===== src/rtl/wdg_pkg.sv =====
package wdg_pkg;

  typedef struct packed {
    logic to_flag;
    logic err_flag;
    logic off;
    logic open;
  } wdg_stat_t;

  // divider selected by the 3-bit watchdog code
  function automatic logic [3:0] wd_div(input logic [2:0] code);
    return (code == 3'd0) ? 4'd1 : {code, 1'b0};
  endfunction

endpackage


===== src/rtl/wdg_timreg.sv =====
module wdg_timreg (
  input  logic       clk,
  input  logic       rst_n,
  input  logic       wr,
  input  logic [3:0] wdata,
  output logic [2:0] wd_code,
  output logic [2:0] wake_code,
  output logic       wd_restart
);

  logic       sel;
  logic [2:0] wd_code_d, wake_code_d;

  assign sel        = wdata[3];
  assign wd_restart = wr & ~sel;

  always_comb begin
    wd_code_d   = wd_code;
    wake_code_d = wake_code;
    if (wr && sel)  wake_code_d = wdata[2:0];
    if (wr && !sel) wd_code_d   = wdata[2:0];
  end

  always_ff @(posedge clk or negedge rst_n) begin
    if (!rst_n) begin
      wd_code   <= '0;
      wake_code <= '0;
    end else if (wr) begin
      wd_code   <= wd_code_d;
      wake_code <= wake_code_d;
    end
  end


  wake_load_chk: assert property (@(posedge clk) disable iff (!rst_n)
    (wr && wdata[3]) |=> (wake_code == $past(wdata[2:0])));

  wake_keeps_wd_chk: assert property (@(posedge clk) disable iff (!rst_n)
    (wr && wdata[3]) |=> $stable(wd_code));

endmodule


===== src/rtl/wdg_window.sv =====
module wdg_window #(
  parameter int BASE_TICKS = 8
) (
  input  logic       clk,
  input  logic       rst_n,
  input  logic       en,
  input  logic [2:0] code,
  input  logic       restart,
  input  logic       refresh,
  input  logic       blank,
  output logic       win_open,
  output logic       early,
  output logic       expire
);
  import wdg_pkg::*;

  localparam int MAX_PERIOD = 14 * BASE_TICKS;
  localparam int CW         = $clog2(MAX_PERIOD + 1);

  logic [CW-1:0] cnt, cnt_d, period, half;
  logic          kick, wrap;

  assign period   = CW'(wd_div(code)) * CW'(BASE_TICKS);
  assign half     = period >> 1;
  assign win_open = en && (cnt >= half);
  assign kick     = en && refresh && !blank;
  assign early    = kick && !win_open;
  assign wrap     = en && !kick && (cnt == period - CW'(1));
  assign expire   = wrap;

  always_comb begin
    if (!en || restart || kick || wrap) cnt_d = '0;
    else                                cnt_d = cnt + CW'(1);
  end

  always_ff @(posedge clk or negedge rst_n) begin
    if (!rst_n) cnt <= '0;
    else        cnt <= cnt_d;
  end


  cnt_in_period_chk: assert property (@(posedge clk) disable iff (!rst_n)
    cnt < period);

  off_holds_zero_chk: assert property (@(posedge clk) disable iff (!rst_n)
    !en |=> (cnt == '0));

  open_kick_restarts_chk: assert property (@(posedge clk) disable iff (!rst_n)
    (en && refresh && !blank && win_open) |=> (cnt == '0));

endmodule


===== src/rtl/wdg_status.sv =====
module wdg_status (
  input  logic       clk,
  input  logic       rst_n,
  input  logic       en,
  input  logic       win_open,
  input  logic       early,
  input  logic       expire,
  input  logic       cap,
  output logic [3:0] status_q,
  output logic       wd_rst
);
  import wdg_pkg::*;

  logic      to_q, err_q, to_d, err_d, fault;
  wdg_stat_t word;

  assign fault = early | expire;

  always_comb begin
    word.to_flag  = to_q;
    word.err_flag = err_q;
    word.off      = ~en;
    word.open     = win_open;
  end

  always_comb begin
    to_d  = to_q;
    err_d = err_q;
    if (fault) begin
      to_d  = 1'b1;
      err_d = early;
    end else if (cap) begin
      to_d  = 1'b0;
      err_d = 1'b0;
    end
  end

  always_ff @(posedge clk or negedge rst_n) begin
    if (!rst_n) begin
      to_q   <= 1'b0;
      err_q  <= 1'b0;
      wd_rst <= 1'b0;
    end else begin
      to_q   <= to_d;
      err_q  <= err_d;
      wd_rst <= fault;
    end
  end

  always_ff @(posedge clk or negedge rst_n) begin
    if (!rst_n)   status_q <= '0;
    else if (cap) status_q <= word;
  end


  fault_pulses_chk: assert property (@(posedge clk) disable iff (!rst_n)
    fault |=> wd_rst);

  single_pulse_chk: assert property (@(posedge clk) disable iff (!rst_n)
    wd_rst |=> !wd_rst);

  cap_clears_chk: assert property (@(posedge clk) disable iff (!rst_n)
    (cap && !fault) |=> (!to_q && !err_q));

  early_sets_err_chk: assert property (@(posedge clk) disable iff (!rst_n)
    early |=> (err_q && to_q));

endmodule


===== src/rtl/win_watchdog.sv =====
module win_watchdog #(
  parameter int BASE_TICKS = 8
) (
  input  logic       clk,
  input  logic       rst_n,
  input  logic       wd_en,
  input  logic       tim_wr,
  input  logic [3:0] tim_wdata,
  input  logic       stat_rd,
  input  logic       refresh,
  output logic [3:0] status_q,
  output logic [2:0] wake_code,
  output logic       wd_rst
);

  logic [1:0] rst_sync;
  logic       rst_int_n;
  logic [2:0] wd_code;
  logic       wd_restart, win_open, early, expire;

  always_ff @(posedge clk or negedge rst_n) begin
    if (!rst_n) rst_sync <= '0;
    else        rst_sync <= {rst_sync[0], 1'b1};
  end
  assign rst_int_n = rst_sync[1];

  wdg_timreg u_timreg (
    .clk        (clk),
    .rst_n      (rst_int_n),
    .wr         (tim_wr),
    .wdata      (tim_wdata),
    .wd_code    (wd_code),
    .wake_code  (wake_code),
    .wd_restart (wd_restart)
  );

  wdg_window #(.BASE_TICKS(BASE_TICKS)) u_window (
    .clk      (clk),
    .rst_n    (rst_int_n),
    .en       (wd_en),
    .code     (wd_code),
    .restart  (wd_restart),
    .refresh  (refresh),
    .blank    (wd_rst),
    .win_open (win_open),
    .early    (early),
    .expire   (expire)
  );

  wdg_status u_status (
    .clk      (clk),
    .rst_n    (rst_int_n),
    .en       (wd_en),
    .win_open (win_open),
    .early    (early),
    .expire   (expire),
    .cap      (tim_wr | stat_rd),
    .status_q (status_q),
    .wd_rst   (wd_rst)
  );

  initial begin

    base_ticks_chk: assert (BASE_TICKS >= 2);
  end

endmodule


===== config.mk =====
export PLATFORM = sky130hd
export DESIGN_NAME = win_watchdog
export DESIGN_NICKNAME = d
export VERILOG_FILES = /design/src/rtl/wdg_pkg.sv /design/src/rtl/wdg_timreg.sv /design/src/rtl/wdg_window.sv /design/src/rtl/wdg_status.sv /design/src/rtl/win_watchdog.sv
export SDC_FILE = /design/constraint.sdc
export NUM_CORES = 1
export LEC_CHECK = 0
export BUFFER_PORTS_ARGS = -buffer_cell sky130_fd_sc_hd__buf_2
export CORE_MARGIN = 5
export CORE_UTILIZATION = 54
export DETAILED_ROUTE_END_ITERATION = 8
export PLACE_DENSITY = 0.77
export REMOVE_ABC_BUFFERS = 1
export SYNTH_ARGS = -nofsm -noshare
export SYNTH_HDL_FRONTEND = slang
export SYNTH_SLANG_ARGS = --single-unit

===== constraint.sdc =====
create_clock -name clk -period 0.8 [get_ports clk]
set_clock_uncertainty 0.05 [all_clocks]
set_input_delay 0.16 -clock clk [delete_from_list [all_inputs] [get_ports clk]]
set_output_delay 0.16 -clock clk [all_outputs]
set_load 0.05 [all_outputs]

==> impl_metrics.json <==
{
  "critPathRequiredTime_ns": 1.00,
  "clock.fmax_ghz": 0.514,
  "wl_per_cell_um": 17.3,
  "yosys-top-cells-area": "dfrtp_1 49%, ha_1 6.7%, mux2_2 5.0%, nor2_1 4.7%, nand2_1 4.0%",
  "reg2reg_depth": 7,
  "synth-edff-count": 0,
  "pwr_density_cell_nw_per_um2": 1740,
  "gp_congestion": 0.854,
  "drtIter0Drc": 23,
  "grt_overflow": 0,
  "diodes": 0,
  "critPathLaunchType": "flop",
  "cp-startpoint": "u_timreg.wd_code[1]",
  "grt_pass1_wl_um": 4890,
  "core_area_um2": 1980,
  "yosysTopAreaCellShare_pct": 48.9,
  "synthDistinctLibCells": 34,
  "grt_max_degree": 14,
  "p_leak_nw": 0.805,
  "antenna_found_initial": 0,
  "nNetsFinal": 174,
  "drt-total-wl_um": 3180,
  "route.detailed.drc": 0,
  "viasPerCell": 5.36,
  "worst-setup-path-type": "reg -> reg",
  "failed_checks": "setup timing",
  "synthCells": 109,
  "yosys_warnings": 0,
  "setup_ws_ns": -1.15,
  "seq_area_frac_synth_pct": 48.9,
  "end_kind": "flop",
  "row_count": 16,
  "hp-class": "in -> reg",
  "grtUsageTotal_pct": 20.2,
  "hold_viol": 0,
  "place_ws_ns": -1.15,
  "syn_area_um2": 1120,
  "crit_fanout": 3,
  "finalSetupViolCount": 27,
  "cts_made_buffers": 3,
  "area_growth_pct": 46.3,
  "port_buffers": 17,
  "clk_pin_slew_ns": 0.13,
  "htreeDepth": 1,
  "rsz0062_at_grt": "true",
  "firstDrtPassIters": 4,
  "initial_core_util_pct": 56.8,
  "avgSynthCellArea_um2": 10.3,
  "grt_pass1_vias": 1042,
  "critPathArrivalTime_ns": 2.15,
  "ant_nets": 0,
  "reg2reg_from": "u_timreg.wd_code[1]",
  "synth-seq-cells": 22,
  "min_period_ns": 1.95,
  "reg2reg_slack_ns": -1.15,
  "worstHoldStart": "tim_wdata[1]",
  "cts_tree": "yes",
  "ys.flop_type": "dfrtp_1",
  "drive_above_1_share_pct": 46.5,
  "ios": 18,
  "die_h_um": 55.6,
  "outcome": "finished, violations left",
  "nFillCells": 116,
  "fp.dieArea_um2": 3100,
  "dp_hpwl_um": 2000,
  "endpoint": "u_status.err_q",
  "synth_top_area_cell": "dfrtp_1",
  "cts-root-buf": "clkbuf_4",
  "reg2reg_to": "u_status.err_q",
  "ir_worst_vdd_mv": 1.70,
  "async_reset_ff_share_pct": 100,
  "setup_tns_ns": -13.91,
  "vias": 987,
  "maxSlewViolCount": 0,
  "fin_crit_sh_pct": 243,
  "cts_sinks": 22,
  "final_util_pct": 83.0,
  "fp.dieW_um": 55.6,
  "clk_path_buf_depth": 2,
  "max_cap_viol_count": 0,
  "clk_latency_ns": 0.32
}
## sequential cells by signal (all words and copies together), names as in the netlist
signal and cells:
u_timreg.wake_code 3, u_status.err_q 1, rst_sync 2, u_status.status_q 4, u_window.cnt 7, u_status.wd_rst 1
u_status.to_q 1, u_timreg.wd_code 3
## synthesized netlist by cell type, types with 2 or more instances
cell,number
a21oi_1,2
and3_1,2
buf_6,2
dfrtp_1,22
ha_1,6
inv_1,7
mux2_2,5
nand2_1,12
nor2_1,14
nor2b_1,2
o21ai_0,8
xnor2_1,2
xor2_1,4
## worst max-delay path: stages, from the launching register on
cell      delay (ns)
dfrtp_1         0.44
nor3_2          0.28
ha_1            0.27
a21boi_1        0.14
o21ai_1         0.09
a211oi_2        0.21
and4b_1         0.26
o21bai_1        0.12
## per-layer routing
layer / GRT usage [%] / share of wire, % / vias to the layer above
li1: - / - / 463
met1: 25.1 / 40 / 488
met2: 35.0 / 53 / 26
met3: 3.02 / 3.0 / 10
met4: 7.99 / 3.4 / 0
met5: 0 / 0 / -
## through the flow
stage	instances	power (mW)	hold WS [ns]	instance area, um2
global placement	175	1.92	-0.106	1400
detailed placement	175	1.95	-0.104	1400
finish	184	2.86	0.0291	1650
global route	184	3.00	0.0201	1650
CTS	182	2.73	0.0108	1580
floorplan	106	1.69	-0.186	1100
## layout by cell type, fill, tap and decap left out, types with 2 or more instances in the layout
| master | n |
|---|---|
| nor2b_1 | 2 |
| buf_4 | 22 |
| dfrtp_1 | 22 |
| buf_2 | 9 |
| mux2_4 | 5 |
| ha_1 | 6 |
| o21ai_4 | 2 |
| nor2_1 | 11 |
| o21ai_1 | 2 |
| inv_1 | 4 |
| xor2_1 | 4 |
| buf_6 | 14 |
| o21ai_2 | 2 |
| clkbuf_4 | 3 |
| xnor2_1 | 2 |
| nor2_2 | 4 |
| nand2_1 | 12 |
| and3_1 | 2 |
| inv_4 | 3 |
| o21ai_0 | 4 |
## final cells by class
class	count	area (um2)	share of cell area, %
flip-flops and latches	22	551	33.5
inverters	7	33.8	2.05
repair buffers	47	393	23.9
clock buffers	4	36.3	2.21
well taps	27	33.8	2.05
multi-input cells	77	598	36.3
## report_power, final
group	internal [mW]	switching, mW	total, mW
clock network	0.278	0.361	0.639
registers	1.20	0.0786	1.28
logic	0.439	0.501	0.940
## how the worst min path moves through the flow
| stage | to | slack [ns] | cells after the start |
|---|---|---|---|
| 2_1_floorplan | rst_sync[0] | -0.19 | 0 |
| 3_3_place_gp | rst_sync[0] | -0.11 | 1 |
| 3_5_place_dp | rst_sync[1] | -0.10 | 1 |
| 4_1_cts | u_timreg.wd_code[2] | 0.01 | 3 |
| 5_1_grt | u_timreg.wake_code[0] | 0.02 | 2 |
| 6_report | u_timreg.wd_code[1] | 0.03 | 3 |
## what timing repair did
| item | 4_1_cts | 5_1_grt |
|---|---|---|
| hold buffers | 1 | 0 |
| gates resized for setup | 37 | 16 |
| hold endpoints to repair | 2 | 0 |
| buffers inserted | 3 | 4 |
| setup endpoints to repair | 27 | 27 |
| pin swaps | 13 | 14 |
## cells by family after synthesis
logic type               Yosys count  share of synthesized area [%]
XOR/XNOR                           6                           4.67
AND/OR/NAND/NOR                   38                           15.9
AO/OA/AOI/OAI                     21                           13.7
adder cells (fa/ha/maj)            6                           6.67
flip-flops                        22                           48.9
multiplexers                       5                           5.01
other                              1                          0.333
buffers and inverters             10                           4.78
Note: power is estimated with default switching activity, not from simulation.
